==> src/rtl/adcrs_pkg.sv <==
package adcrs_pkg;

  // Next value of a sticky flag: a set in the same cycle outranks a clear.
  function automatic logic flag_next(logic cur, logic set, logic clr);
    return set | (cur & ~clr);
  endfunction

  // A completion counts only for a channel enabled before this cycle
  // and not being disabled in this cycle.
  function automatic logic accept_done(logic done, logic en_now, logic dis_now);
    return done & en_now & ~dis_now;
  endfunction

  // Sleep state: entered only at a conversion end, left on a start or mode drop.
  function automatic logic sleep_next(logic cur, logic mode, logic done, logic start);
    return (done & mode) | (cur & mode & ~start);
  endfunction

endpackage

==> src/rtl/adcrs_enable.sv <==
module adcrs_enable #(
  parameter int NUM_CH = 8
) (
  input  logic              clk,
  input  logic              rst_n,
  input  logic [NUM_CH-1:0] en_set,
  input  logic [NUM_CH-1:0] en_clr,
  output logic [NUM_CH-1:0] chan_en
);

  always_ff @(posedge clk or negedge rst_n) begin
    if (!rst_n) chan_en <= '0;
    else        chan_en <= (chan_en | en_set) & ~en_clr;
  end

endmodule

==> src/rtl/adcrs_chan_slice.sv <==
module adcrs_chan_slice #(
  parameter int RES_W = 10
) (
  input  logic             clk,
  input  logic             rst_n,
  input  logic             hit,       // accepted completion on this channel
  input  logic             rd_clr,    // a read consumes this channel's data
  input  logic             stat_clr,  // status register read
  input  logic [RES_W-1:0] din,
  output logic [RES_W-1:0] dout,
  output logic             eoc,
  output logic             ovr,
  output logic             ovr_raise
);
  import adcrs_pkg::*;

  // Overrun only when unread data is overwritten (not consumed this cycle).
  assign ovr_raise = hit & eoc & ~rd_clr;

  always_ff @(posedge clk or negedge rst_n) begin
    if (!rst_n) begin
      dout <= '0;
      eoc  <= 1'b0;
      ovr  <= 1'b0;
    end else begin
      eoc <= flag_next(eoc, hit, rd_clr);
      ovr <= flag_next(ovr, ovr_raise, stat_clr);
      if (hit) dout <= din;
    end
  end

endmodule

==> src/rtl/adcrs_global.sv <==
module adcrs_global #(
  parameter int RES_W = 10,
  parameter int CH_W  = 3
) (
  input  logic             clk,
  input  logic             rst_n,
  input  logic             acc,
  input  logic [CH_W-1:0]  ch,
  input  logic [RES_W-1:0] din,
  input  logic             rd_last,
  input  logic             rd_status,
  output logic             drdy,
  output logic             govr,
  output logic [RES_W-1:0] last_data,
  output logic [CH_W-1:0]  last_ch,
  output logic             govr_raise
);
  import adcrs_pkg::*;

  // Independent of which channel produced the pending data.
  assign govr_raise = acc & drdy & ~rd_last;

  always_ff @(posedge clk or negedge rst_n) begin
    if (!rst_n) begin
      drdy      <= 1'b0;
      govr      <= 1'b0;
      last_data <= '0;
      last_ch   <= '0;
    end else begin
      drdy <= flag_next(drdy, acc, rd_last);
      govr <= flag_next(govr, govr_raise, rd_status);
      if (acc) begin
        last_data <= din;
        last_ch   <= ch;
      end
    end
  end

endmodule

==> src/rtl/adcrs_sleep.sv <==
module adcrs_sleep (
  input  logic clk,
  input  logic rst_n,
  input  logic conv_done,
  input  logic sleep_mode,
  input  logic start_cmd,
  output logic asleep
);
  import adcrs_pkg::*;

  always_ff @(posedge clk or negedge rst_n) begin
    if (!rst_n) asleep <= 1'b0;
    else        asleep <= sleep_next(asleep, sleep_mode, conv_done, start_cmd);
  end

endmodule

==> src/rtl/adcrs_top.sv <==
module adcrs_top #(
  parameter  int NUM_CH = 8,
  parameter  int RES_W  = 10,
  localparam int CH_W   = (NUM_CH > 1) ? $clog2(NUM_CH) : 1
) (
  input  logic              clk,
  input  logic              rst_n,
  input  logic              conv_done,
  input  logic [CH_W-1:0]   conv_ch,
  input  logic [RES_W-1:0]  conv_data,
  input  logic [NUM_CH-1:0] en_set,
  input  logic [NUM_CH-1:0] en_clr,
  input  logic              rd_chan,
  input  logic [CH_W-1:0]   rd_chan_sel,
  input  logic              rd_last,
  input  logic              rd_status,
  input  logic              sleep_mode,
  input  logic              start_cmd,
  output logic [NUM_CH-1:0] chan_en,
  output logic [RES_W-1:0]  chan_rdata,
  output logic [RES_W-1:0]  last_data,
  output logic [CH_W-1:0]   last_ch,
  output logic [NUM_CH-1:0] eoc_flags,
  output logic [NUM_CH-1:0] ovr_flags,
  output logic              drdy,
  output logic              govr,
  output logic              asleep
);
  import adcrs_pkg::*;

  // Named internal events, observed by the bound checker.
  logic              acc_done;
  logic [NUM_CH-1:0] acc_vec;
  logic [NUM_CH-1:0] eoc_clr_vec;
  logic [NUM_CH-1:0] ovr_raise_vec;
  logic              govr_raise;
  logic [RES_W-1:0]  data_arr [NUM_CH];

  adcrs_enable #(.NUM_CH(NUM_CH)) u_enable (
    .clk     (clk),
    .rst_n   (rst_n),
    .en_set  (en_set),
    .en_clr  (en_clr),
    .chan_en (chan_en)
  );

  assign acc_done = accept_done(conv_done, chan_en[conv_ch], en_clr[conv_ch]);

  for (genvar i = 0; i < NUM_CH; i++) begin : g_ch
    assign acc_vec[i]     = acc_done && (conv_ch == CH_W'(i));
    assign eoc_clr_vec[i] = (rd_chan && (rd_chan_sel == CH_W'(i))) ||
                            (rd_last && (last_ch == CH_W'(i)));

    adcrs_chan_slice #(.RES_W(RES_W)) u_slice (
      .clk       (clk),
      .rst_n     (rst_n),
      .hit       (acc_vec[i]),
      .rd_clr    (eoc_clr_vec[i]),
      .stat_clr  (rd_status),
      .din       (conv_data),
      .dout      (data_arr[i]),
      .eoc       (eoc_flags[i]),
      .ovr       (ovr_flags[i]),
      .ovr_raise (ovr_raise_vec[i])
    );
  end

  assign chan_rdata = data_arr[rd_chan_sel];

  adcrs_global #(.RES_W(RES_W), .CH_W(CH_W)) u_global (
    .clk        (clk),
    .rst_n      (rst_n),
    .acc        (acc_done),
    .ch         (conv_ch),
    .din        (conv_data),
    .rd_last    (rd_last),
    .rd_status  (rd_status),
    .drdy       (drdy),
    .govr       (govr),
    .last_data  (last_data),
    .last_ch    (last_ch),
    .govr_raise (govr_raise)
  );

  adcrs_sleep u_sleep (
    .clk        (clk),
    .rst_n      (rst_n),
    .conv_done  (conv_done),
    .sleep_mode (sleep_mode),
    .start_cmd  (start_cmd),
    .asleep     (asleep)
  );

endmodule

==> config.mk <==
export PLATFORM = sky130hd
export DESIGN_NAME = adcrs_top
export DESIGN_NICKNAME = d
export VERILOG_FILES = /design/src/rtl/adcrs_pkg.sv /design/src/rtl/adcrs_enable.sv /design/src/rtl/adcrs_chan_slice.sv /design/src/rtl/adcrs_global.sv /design/src/rtl/adcrs_sleep.sv /design/src/rtl/adcrs_top.sv
export SDC_FILE = /design/constraint.sdc
export NUM_CORES = 1
export LEC_CHECK = 0
export ABC_CLOCK_PERIOD_IN_PS = 5500
export BUFFER_PORTS_ARGS = -buffer_cell sky130_fd_sc_hd__buf_4
export CORE_MARGIN = 5
export CORE_UTILIZATION = 61
export CTS_BUF_LIST = sky130_fd_sc_hd__clkbuf_16
export CTS_CLUSTER_DIAMETER = 80
export DETAILED_ROUTE_END_ITERATION = 10
export PLACE_DENSITY = 0.85
export SLEW_MARGIN = 30
export SYNTH_ARGS = -nofsm -noshare
export SYNTH_HDL_FRONTEND = slang
export SYNTH_SLANG_ARGS = --single-unit
==> constraint.sdc <==
create_clock -name clk -period 5.5 [get_ports clk]
set_input_delay 1.1 -clock clk [delete_from_list [all_inputs] [get_ports clk]]
set_output_delay 1.1 -clock clk [all_outputs]
set_load 0.05 [all_outputs]
==> flow_summary.html, run 1 <==
<table>
<tr><th>Metric</th><th>Value</th></tr>
<tr><th colspan="2">Clocking</th></tr>
<tr><td>Post-CTS Setup Bufs</td><td>0</td></tr>
<tr><td>Clock latency of the later-clocked register in the worst-skew pair</td><td>around 0.41 ns</td></tr>
<tr><td>TritonCTS clock tree</td><td>done</td></tr>
<tr><td>CTS hold repair buffers</td><td>0</td></tr>
<tr><td>H-tree depth</td><td>4</td></tr>
<tr><td>CTS Buf Count</td><td>17</td></tr>
<tr><td>Root Buffer</td><td>clkbuf_16</td></tr>
<tr><td>Number of sinks on the clock net</td><td>120</td></tr>
<tr><td>Number of gates resized after cts</td><td>0</td></tr>
<tr><td>Maximum buffer depth of the clock tree</td><td>2</td></tr>
<tr><td>Reg clk slew, reported paths</td><td>~0.05 ns</td></tr>
<tr><th colspan="2">STA</th></tr>
<tr><td>RSZ-0062 raised after global routing</td><td>false</td></tr>
<tr><td>Final hold violation count</td><td>0</td></tr>
<tr><td>Achievable clock frequency</td><td>~0.27 GHz</td></tr>
<tr><td>Final setup violating endpoints</td><td>0</td></tr>
<tr><td>Pins over their slew limit</td><td>0</td></tr>
<tr><td>Post-route clock skew</td><td>0.0126 ns</td></tr>
<tr><td>Actual transition at the worst max-transition pin</td><td>~0.91 ns</td></tr>
<tr><td>Post-layout minimum cycle time</td><td>3.66 ns</td></tr>
<tr><td>Post-route fraction of the period consumed by the critical path</td><td>0.665</td></tr>
<tr><td>Setup TNS</td><td>0 ns</td></tr>
<tr><td>Worst-case headroom to the max-slew limit</td><td>0.391</td></tr>
<tr><th colspan="2">Layout</th></tr>
<tr><td>Net count of the finished layout</td><td>a little over 500</td></tr>
<tr><td>Commonest non-fill, non-tap cell in the layout</td><td>dfrtp_1</td></tr>
<tr><td>Number of diodes</td><td>0</td></tr>
<tr><td>Most frequent cells in the layout</td><td>dfrtp_1 (120), buf_4 (94), mux2_2 (90), nor2_1 (23), inv_1 (23)</td></tr>
<tr><td>Fraction of layout instances using a drive strength above 1</td><td>0.511</td></tr>
<tr><td>Non-filler instance count after layout</td><td>between 500 and 600</td></tr>
<tr><td>Area growth from synthesis to layout</td><td>22.2%</td></tr>
<tr><th colspan="2">Place</th></tr>
<tr><td>Number of instances in the placed design</td><td>about 560</td></tr>
<tr><td>Count of input and output buffers</td><td>89</td></tr>
<tr><td>Detailed Place HPWL</td><td>between 7000 and 8000 microns</td></tr>
<tr><td>Final GP Congestion</td><td>between 0.8 and 0.9</td></tr>
<tr><th colspan="2">Run</th></tr>
<tr><td>Max-cap violation count</td><td>0</td></tr>
<tr><th colspan="2">Power</th></tr>
<tr><td>IR drop worst, VDD</td><td>between 0.2 and 0.3 mV</td></tr>
<tr><td>Proportion of total power due to net switching</td><td>0.289</td></tr>
<tr><td>Part of the power in the clock network</td><td>0.389</td></tr>
<tr><td>Pwr Total</td><td>2.85 mW</td></tr>
<tr><td>Power density relative to cell area</td><td>between 400 and 500 nW/um^2</td></tr>
<tr><td>Cell leakage power</td><td>3.26 nW</td></tr>
<tr><td>Internal power</td><td>2.03 mW</td></tr>
<tr><td>Total net switching power</td><td>0.826 mW</td></tr>
<tr><td>Combinational cell fraction of total power</td><td>0.221</td></tr>
<tr><td>Power share of the sequential group</td><td>0.390</td></tr>
<tr><th colspan="2">Global route</th></tr>
<tr><td>Met2 track demand over resource</td><td>0.391</td></tr>
<tr><td>Remaining global-route overflow</td><td>0</td></tr>
<tr><td>Layer carrying the most global-route usage</td><td>met2</td></tr>
<tr><td>Pin count of the biggest net entering global routing</td><td>76</td></tr>
<tr><td>Antenna violations before repair</td><td>0</td></tr>
<tr><td>Met3 track demand over resource in global routing</td><td>0.0536</td></tr>
<tr><td>Tot GR Track Use</td><td>0.238</td></tr>
<tr><td>Met1 demand-to-capacity share in global routing</td><td>0.302</td></tr>
<tr><td>First-pass GRT wire length</td><td>~20,000 microns</td></tr>
<tr><td>Number of global-route vias before repair</td><td>between 3,000 and 4,000</td></tr>
<tr><th colspan="2">Routing</th></tr>
<tr><td>Iteration-0 DRC count of the detailed router</td><td>149</td></tr>
<tr><td>DRC</td><td>0</td></tr>
<tr><td>Number of search-and-repair iterations in the first detailed-routing pass</td><td>4</td></tr>
<tr><td>Overall via count from detail_route</td><td>around 3,500</td></tr>
<tr><td>Antenna-violating nets left</td><td>0</td></tr>
<tr><td>Mean routed wirelength per cell</td><td>approximately 21 microns</td></tr>
<tr><td>Detailed-route wire length</td><td>between 10,000 and 15,000 microns</td></tr>
<tr><td>Vias per cell</td><td>roughly 6</td></tr>
<tr><th colspan="2">Logic synthesis</th></tr>
<tr><td>Cell area after technology mapping</td><td>about 5500 sq um</td></tr>
<tr><td>Number of unique standard cell types used by synthesis</td><td>34</td></tr>
<tr><td>Sequential share of the synthesized area</td><td>0.548</td></tr>
<tr><td>Cells after Synth</td><td>slightly below 400</td></tr>
<tr><td>Flops &amp; latches, synth</td><td>120</td></tr>
<tr><td>Yosys Warn Count</td><td>0</td></tr>
<tr><td>Syn avg cell area</td><td>14.2 sq um</td></tr>
<tr><td>Number of nets produced by synthesis</td><td>between 400 and 500</td></tr>
<tr><th colspan="2">Floorplanning</th></tr>
<tr><td>Effective utilization at floorplan</td><td>0.628</td></tr>
<tr><td># IOs</td><td>90</td></tr>
<tr><td>Area of the die</td><td>approximately 11,000 sq um</td></tr>
<tr><td>Area inside the core boundary</td><td>8720 sq um</td></tr>
<tr><td>Die height</td><td>between 100 and 150 microns</td></tr>
<tr><td>Row cnt</td><td>34</td></tr>
<tr><td>Die X-Extent</td><td>about 100 microns</td></tr>
<tr><th colspan="2">Status</th></tr>
<tr><td>Outcome</td><td>finished clean</td></tr>
<tr><th colspan="2">Critical path</th></tr>
<tr><td>Crit path required time</td><td>4.40 ns</td></tr>
<tr><td>Crit Path Class</td><td>in2out</td></tr>
<tr><td>Worst-path fanout max</td><td>24</td></tr>
<tr><td>Type of origin of the critical path</td><td>primary input</td></tr>
<tr><td>Critical path capture point type</td><td>output port</td></tr>
<tr><td>Data arrival time at the worst-slack endpoint</td><td>around 2.6 ns</td></tr>
<tr><th colspan="2">Hold path</th></tr>
<tr><td>Hold crit path type</td><td>reg2reg</td></tr>
</table>
==> stage by stage <==
step / hold WS [ns] / instance area [sq um] / utilization / setup WS [ns]
after CTS: 0.502 / 6690 / 0.767 / 1.83
final: 0.500 / 6690 / 0.767 / 1.84
after global placement: 0.466 / 6090 / 0.699 / 1.87
after floorplan: 0.453 / 5480 / - / 1.91
after detailed placement: 0.491 / 6090 / 0.699 / 1.86
after global routing: 0.517 / 6690 / 0.767 / 1.77
==> power groups by stage <==
stage / registers [mW] / logic, mW / clock network [mW]
2_1_floorplan: 1.22 / 0.321 / 0
3_3_place_gp: 1.11 / 0.612 / 0
3_5_place_dp: 1.12 / 0.627 / 0
4_1_cts: 1.11 / 0.636 / 1.12
5_1_grt: 1.13 / 0.668 / 1.16
6_report: 1.11 / 0.630 / 1.11
==> layout make-up <==
cell class                      instances  area, sq um
Sequential cell                       120         3000
Multi-Input combinational cell        213         2170
Fill cell                             497         2030
Timing Repair Buffer                   95          717
Clock buffer                           17          425
Clock inverter                         15          169
Tap cell                              108          135
Inverter                               19         71.3
==> synth_stat cells (all sizes together) <==
cell	count	share of area
and4bb	3	0.0069
and3	1	0.0011
mux2i	2	0.0037
and4b	1	0.0018
nand3	9	0.0082
o22ai	9	0.010
a22oi	2	0.0027
a21oi	2	0.0032
nand4	2	0.0023
mux4	20	0.082
o21a	1	0.0014
nor2	24	0.018
nand2	15	0.010
a31oi	4	0.0096
o221ai	4	0.0064
buf	30	0.039
clkbuf	5	0.0034
nand2b	2	0.0023
nor3	4	0.0046
dfrtp	120	0.55
nor2b	5	0.0057
inv	19	0.013
a22o	1	0.0016
mux2	101	0.21
o21bai	1	0.0014
==> cell families (layout without fill, tap and decap cells) <==
logic type / Yosys count / in the layout / share of synthesized area
muxes: 123 / 123 / 0.299
DFF: 120 / 120 / 0.548
and+or+nand+nor: 66 / 66 / 0.0610
buffers and inverters: 54 / 146 / 0.0551
AOI/OAI and AO/OA: 24 / 24 / 0.0366
==> worst max-delay path, stage by stage <==
cell	delay (ns)
buf_4	0.38
mux4_2	0.57
mux2_2	0.29
buf_4	0.19
==> final timing paths <==
check | startpoint | to | slack, ns | cells past startpoint
max in group asynchronous | rst_n | g_ch[2].u_slice.dout[7] | 3.79 | 2
setup / recovery | rd_chan_sel[0] | chan_rdata[2] | 1.84 | 4
hold / removal | g_ch[1].u_slice.dout[1] | g_ch[1].u_slice.dout[1] | 0.50 | 1
hold reg to reg | g_ch[1].u_slice.dout[1] | g_ch[1].u_slice.dout[1] | 0.50 | 1
min in group asynchronous | rst_n | g_ch[1].u_slice.ovr | 0.68 | 1
setup reg to reg | u_enable.chan_en[7] | u_global.last_data[1] | 3.45 | 5
==> per-layer routing <==
layer | vias up | part of all wire
li1 | 1548 | -
met1 | 1802 | 0.40
met2 | 114 | 0.52
met3 | 41 | 0.046
met4 | 0 | 0.033
met5 | - | 0
==> flip-flops by register name (all words and copies together), names as in the netlist <==
register	flops
g_ch.u_slice.dout	80
g_ch.u_slice.eoc	8
g_ch.u_slice.ovr	8
u_enable.chan_en	8
u_global.drdy	1
u_global.govr	1
u_global.last_ch	3
u_global.last_data	10
u_sleep.asleep	1
No activity file was read; power rests on OpenSTA's default activity.
==> inputs of run 2 (changes only) <==
--- a/config.mk
+++ b/config.mk
@@ -5,14 +5,14 @@
 export SDC_FILE = /design/constraint.sdc
 export NUM_CORES = 1
 export LEC_CHECK = 0
-export ABC_CLOCK_PERIOD_IN_PS = 5500
+export ABC_CLOCK_PERIOD_IN_PS = 3050
 export BUFFER_PORTS_ARGS = -buffer_cell sky130_fd_sc_hd__buf_4
 export CORE_MARGIN = 5
-export CORE_UTILIZATION = 61
+export CORE_UTILIZATION = 51
 export CTS_BUF_LIST = sky130_fd_sc_hd__clkbuf_16
 export CTS_CLUSTER_DIAMETER = 80
 export DETAILED_ROUTE_END_ITERATION = 10
-export PLACE_DENSITY = 0.85
+export PLACE_DENSITY = 0.76
 export SLEW_MARGIN = 30
 export SYNTH_ARGS = -nofsm -noshare
 export SYNTH_HDL_FRONTEND = slang
==> constraint.sdc (replaced) <==
create_clock -name clk -period 3.05 [get_ports clk]
set_input_delay 0.61 -clock clk [delete_from_list [all_inputs] [get_ports clk]]
set_output_delay 0.61 -clock clk [all_outputs]
set_load 0.05 [all_outputs]
==> run 2 against run 1 <==
Combinational power up 79%. Largest cell class unchanged. Utilization down 11 points. Critical path depth unchanged. Die area up 18%. Non-clock buffer count up 7. Flip-flop and latch count unchanged. Sequential share of layout area down 0.70 points.
==> flow_summary.html, run 2 (synthesized netlist as in run 1, its figures left out) <==
<table>
<tr><th>Metric</th><th>Value</th></tr>
<tr><th colspan="2">Global route</th></tr>
<tr><td>First-pass GRT wire length</td><td>20,000 microns (was 20,400 microns)</td></tr>
<tr><td>Antenna violations before repair</td><td>0 (unchanged)</td></tr>
<tr><td>Pin count of the biggest net entering global routing</td><td>56 (was 76)</td></tr>
<tr><td>Tot GR Track Use</td><td>0.201 (was 0.238)</td></tr>
<tr><td>Number of global-route vias before repair</td><td>3,748 (was 3,824)</td></tr>
<tr><td>Remaining global-route overflow</td><td>0 (unchanged)</td></tr>
<tr><th colspan="2">Layout</th></tr>
<tr><td>Largest reg by FF count</td><td>g_ch.u_slice.dout (unchanged)</td></tr>
<tr><td>Most frequent cells in the layout</td><td>dfrtp_1 (120), buf_4 (102), mux2_2 (90), nor2_1 (23), inv_1 (22) (was dfrtp_1 (120), buf_4 (94), mux2_2 (90), nor2_1 (23), inv_1 (23))</td></tr>
<tr><td>Fin area</td><td>6800 sq um (was 6690 sq um)</td></tr>
<tr><td>Area growth from synthesis to layout</td><td>24.1% (was 22.2%)</td></tr>
<tr><td>Number of diodes</td><td>0 (unchanged)</td></tr>
<tr><td>Non-filler instance count after layout</td><td>622 (was 587)</td></tr>
<tr><td>Net count of the finished layout</td><td>513 (was 506)</td></tr>
<tr><td>Regs by FF count</td><td>g_ch.u_slice.dout: 80 flops, u_global.last_data: 10 flops (unchanged)</td></tr>
<tr><td>Commonest non-fill, non-tap cell in the layout</td><td>dfrtp_1 (unchanged)</td></tr>
<tr><td>Fraction of layout instances using a drive strength above 1</td><td>0.519 (was 0.511)</td></tr>
<tr><td>Flip-flop count of the largest register, all copies and words added</td><td>80 (unchanged)</td></tr>
<tr><th colspan="2">Place</th></tr>
<tr><td>Number of instances in the placed design</td><td>590 (was 555)</td></tr>
<tr><td>Instance area at placement</td><td>6180 sq um (was 6090 sq um)</td></tr>
<tr><td>Placement Setup Slack</td><td>0.370 ns (was 1.86 ns)</td></tr>
<tr><td>Detailed Place HPWL</td><td>7820 microns (was 7760 microns)</td></tr>
<tr><td>Count of input and output buffers</td><td>89 (unchanged)</td></tr>
<tr><td>Final GP Congestion</td><td>0.782 (was 0.806)</td></tr>
<tr><th colspan="2">Clocking</th></tr>
<tr><td>Clock latency of the later-clocked register in the worst-skew pair</td><td>0.41 ns (about the same)</td></tr>
<tr><td>Maximum buffer depth of the clock tree</td><td>2 (unchanged)</td></tr>
<tr><td>H-tree depth</td><td>4 (unchanged)</td></tr>
<tr><td>CTS Buf Count</td><td>17 (unchanged)</td></tr>
<tr><td>Reg clk slew, reported paths</td><td>0.05 ns (about the same)</td></tr>
<tr><td>Number of sinks on the clock net</td><td>120 (unchanged)</td></tr>
<tr><td>TritonCTS clock tree</td><td>done (unchanged)</td></tr>
<tr><td>Root Buffer</td><td>clkbuf_16 (unchanged)</td></tr>
<tr><td>CTS hold repair buffers</td><td>0 (unchanged)</td></tr>
<tr><td>Post-CTS Setup Bufs</td><td>0 (unchanged)</td></tr>
<tr><td>Number of gates resized after cts</td><td>0 (unchanged)</td></tr>
<tr><th colspan="2">Power</th></tr>
<tr><td>Combinational cell fraction of total power</td><td>0.216 (was 0.221)</td></tr>
<tr><td>IR drop worst, VDD</td><td>0.435 mV (was 0.259 mV)</td></tr>
<tr><td>Power share of the sequential group</td><td>0.382 (was 0.390)</td></tr>
<tr><td>Cell leakage power</td><td>3.31 nW (was 3.26 nW)</td></tr>
<tr><td>Power density relative to cell area</td><td>767 nW/um^2 (was 426 nW/um^2)</td></tr>
<tr><td>Internal power</td><td>3.74 mW (was 2.03 mW)</td></tr>
<tr><td>Total net switching power</td><td>1.47 mW (was 0.826 mW)</td></tr>
<tr><td>Part of the power in the clock network</td><td>0.402 (was 0.389)</td></tr>
<tr><td>Proportion of total power due to net switching</td><td>0.282 (was 0.289)</td></tr>
<tr><th colspan="2">STA</th></tr>
<tr><td>Post-layout minimum cycle time</td><td>about 2.7 ns</td></tr>
<tr><td>Final hold violation count</td><td>0 (unchanged)</td></tr>
<tr><td>Worst-case headroom to the max-slew limit</td><td>0.533 (was 0.391)</td></tr>
<tr><td>Post-route fraction of the period consumed by the critical path</td><td>0.880</td></tr>
<tr><td>Achievable clock frequency</td><td>around 0.37 GHz</td></tr>
<tr><td>Post-route clock skew</td><td>0.00544 ns (was 0.0126 ns)</td></tr>
<tr><td>RSZ-0062 raised after global routing</td><td>false (unchanged)</td></tr>
<tr><td>Actual transition at the worst max-transition pin</td><td>0.701 ns (was 0.911 ns)</td></tr>
<tr><td>Pins over their slew limit</td><td>0 (unchanged)</td></tr>
<tr><td>Final setup violating endpoints</td><td>0 (unchanged)</td></tr>
<tr><td>Setup slack of the critical path after layout</td><td>0.365 ns (was 1.84 ns)</td></tr>
<tr><td>Setup TNS</td><td>0 ns (unchanged)</td></tr>
<tr><th colspan="2">Critical path</th></tr>
<tr><td>CP max stage delay</td><td>0.59 ns (was 0.57 ns)</td></tr>
<tr><td>Cell type with the highest occurrence count on the critical path</td><td>buf_4 (unchanged)</td></tr>
<tr><td>Gate family responsible for the most delay along the worst path</td><td>multiplexers (unchanged)</td></tr>
<tr><td>Crit Path Class</td><td>in2out (unchanged)</td></tr>
<tr><td>Number of gates on the worst path with buffers counted</td><td>4 (unchanged)</td></tr>
<tr><td>Type of origin of the critical path</td><td>primary input (unchanged)</td></tr>
<tr><td>Total buffers and inverters traversed by the critical path</td><td>2 (unchanged)</td></tr>
<tr><td>Worst-path fanout max</td><td>24 (unchanged)</td></tr>
<tr><td>Critical path capture point type</td><td>output port (unchanged)</td></tr>
<tr><td>Data arrival time at the worst-slack endpoint</td><td>2.07 ns (was 2.56 ns)</td></tr>
<tr><td>Crit path required time</td><td>2.44 ns (was 4.40 ns)</td></tr>
<tr><td>Count of cells along the worst register-to-register path</td><td>6 (was 5)</td></tr>
<tr><td>Cell at the slowest stage of the critical path</td><td>mux4_2 (unchanged)</td></tr>
<tr><td>Cell breakdown of the critical path</td><td>buf_4 &gt; mux4_2 &gt; mux2_2 &gt; buf_4 (unchanged)</td></tr>
<tr><th colspan="2">Routing</th></tr>
<tr><td>Detailed-route wire length</td><td>12,100 microns (was 12,500 microns)</td></tr>
<tr><td>Overall via count from detail_route</td><td>3,417 (was 3,505)</td></tr>
<tr><td>Iteration-0 DRC count of the detailed router</td><td>156 (was 149)</td></tr>
<tr><td>Antenna-violating nets left</td><td>0 (unchanged)</td></tr>
<tr><td>DRC</td><td>0 (unchanged)</td></tr>
<tr><td>Vias per cell</td><td>5.49 (was 5.97)</td></tr>
<tr><td>Number of search-and-repair iterations in the first detailed-routing pass</td><td>4 (unchanged)</td></tr>
<tr><td>Mean routed wirelength per cell</td><td>19.5 microns (was 21.2 microns)</td></tr>
<tr><th colspan="2">Floorplanning</th></tr>
<tr><td>Area inside the core boundary</td><td>10,400 sq um (was 8720 sq um)</td></tr>
<tr><td># IOs</td><td>90 (unchanged)</td></tr>
<tr><td>Row cnt</td><td>37 (was 34)</td></tr>
<tr><td>Die height</td><td>114 microns (was 105 microns)</td></tr>
<tr><td>Area of the die</td><td>12,900 sq um (was 11,000 sq um)</td></tr>
<tr><td>Die X-Extent</td><td>114 microns (was 105 microns)</td></tr>
<tr><td>Effective utilization at floorplan</td><td>0.526 (was 0.628)</td></tr>
<tr><th colspan="2">Hold path</th></tr>
<tr><td>Hold crit path type</td><td>in2async (was reg2reg)</td></tr>
<tr><th colspan="2">Run</th></tr>
<tr><td>Max-cap violation count</td><td>0 (unchanged)</td></tr>
<tr><th colspan="2">Status</th></tr>
<tr><td>Outcome</td><td>finished clean (unchanged)</td></tr>
</table>
-- run 2: path summary, 6_finish.rpt --
check | startpoint | to | slack (ns)
worst max-delay path | rd_chan_sel[0] | chan_rdata[0] | 0.37
worst min-delay path | rst_n | u_enable.chan_en[6] | 0.23
worst max register to register | u_enable.chan_en[7] | u_global.last_data[2] | 1.03
worst min register to register | g_ch[1].u_slice.dout[1] | g_ch[1].u_slice.dout[1] | 0.49
max in group asynchronous | rst_n | g_ch[4].u_slice.dout[9] | 1.91
min in group clk | en_clr[3] | u_enable.chan_en[3] | 0.35
-- run 2: metrics by stage --
step	power (mW)	hold WS (ns)	utilization
after global routing	5.41	0.298	0.653
after floorplan	2.79	0.314	-
after CTS	5.24	0.266	0.653
after detailed placement	3.14	0.476	0.594
after global placement	3.11	0.469	0.594
final	5.21	0.234	0.653
-- run 2: cell type report --
cell class | instances | area [sq um]
repair buffers | 102 | 766
clock inverters | 15 | 191
clock buffers | 17 | 425
multi-input cells | 213 | 2170
fillers | 761 | 3620
inverters | 19 | 71.3
flip-flops and latches | 120 | 3000
well taps | 136 | 170
-- run 2: power by group through the flow --
stage	Clock (mW)	Combinational, mW	Sequential [mW]
final	2.09	1.13	1.99
after global routing	2.19	1.20	2.02
after CTS	2.11	1.14	1.99
after detailed placement	0	1.13	2.01
after global placement	0	1.11	2.00
after floorplan	0	0.579	2.21
-- run 2: per-layer routing --
layer  wire [microns]  GRT usage
met5                0          0
met4              137     0.0713
met3              424     0.0419
met2             6230      0.328
met1             5320      0.268
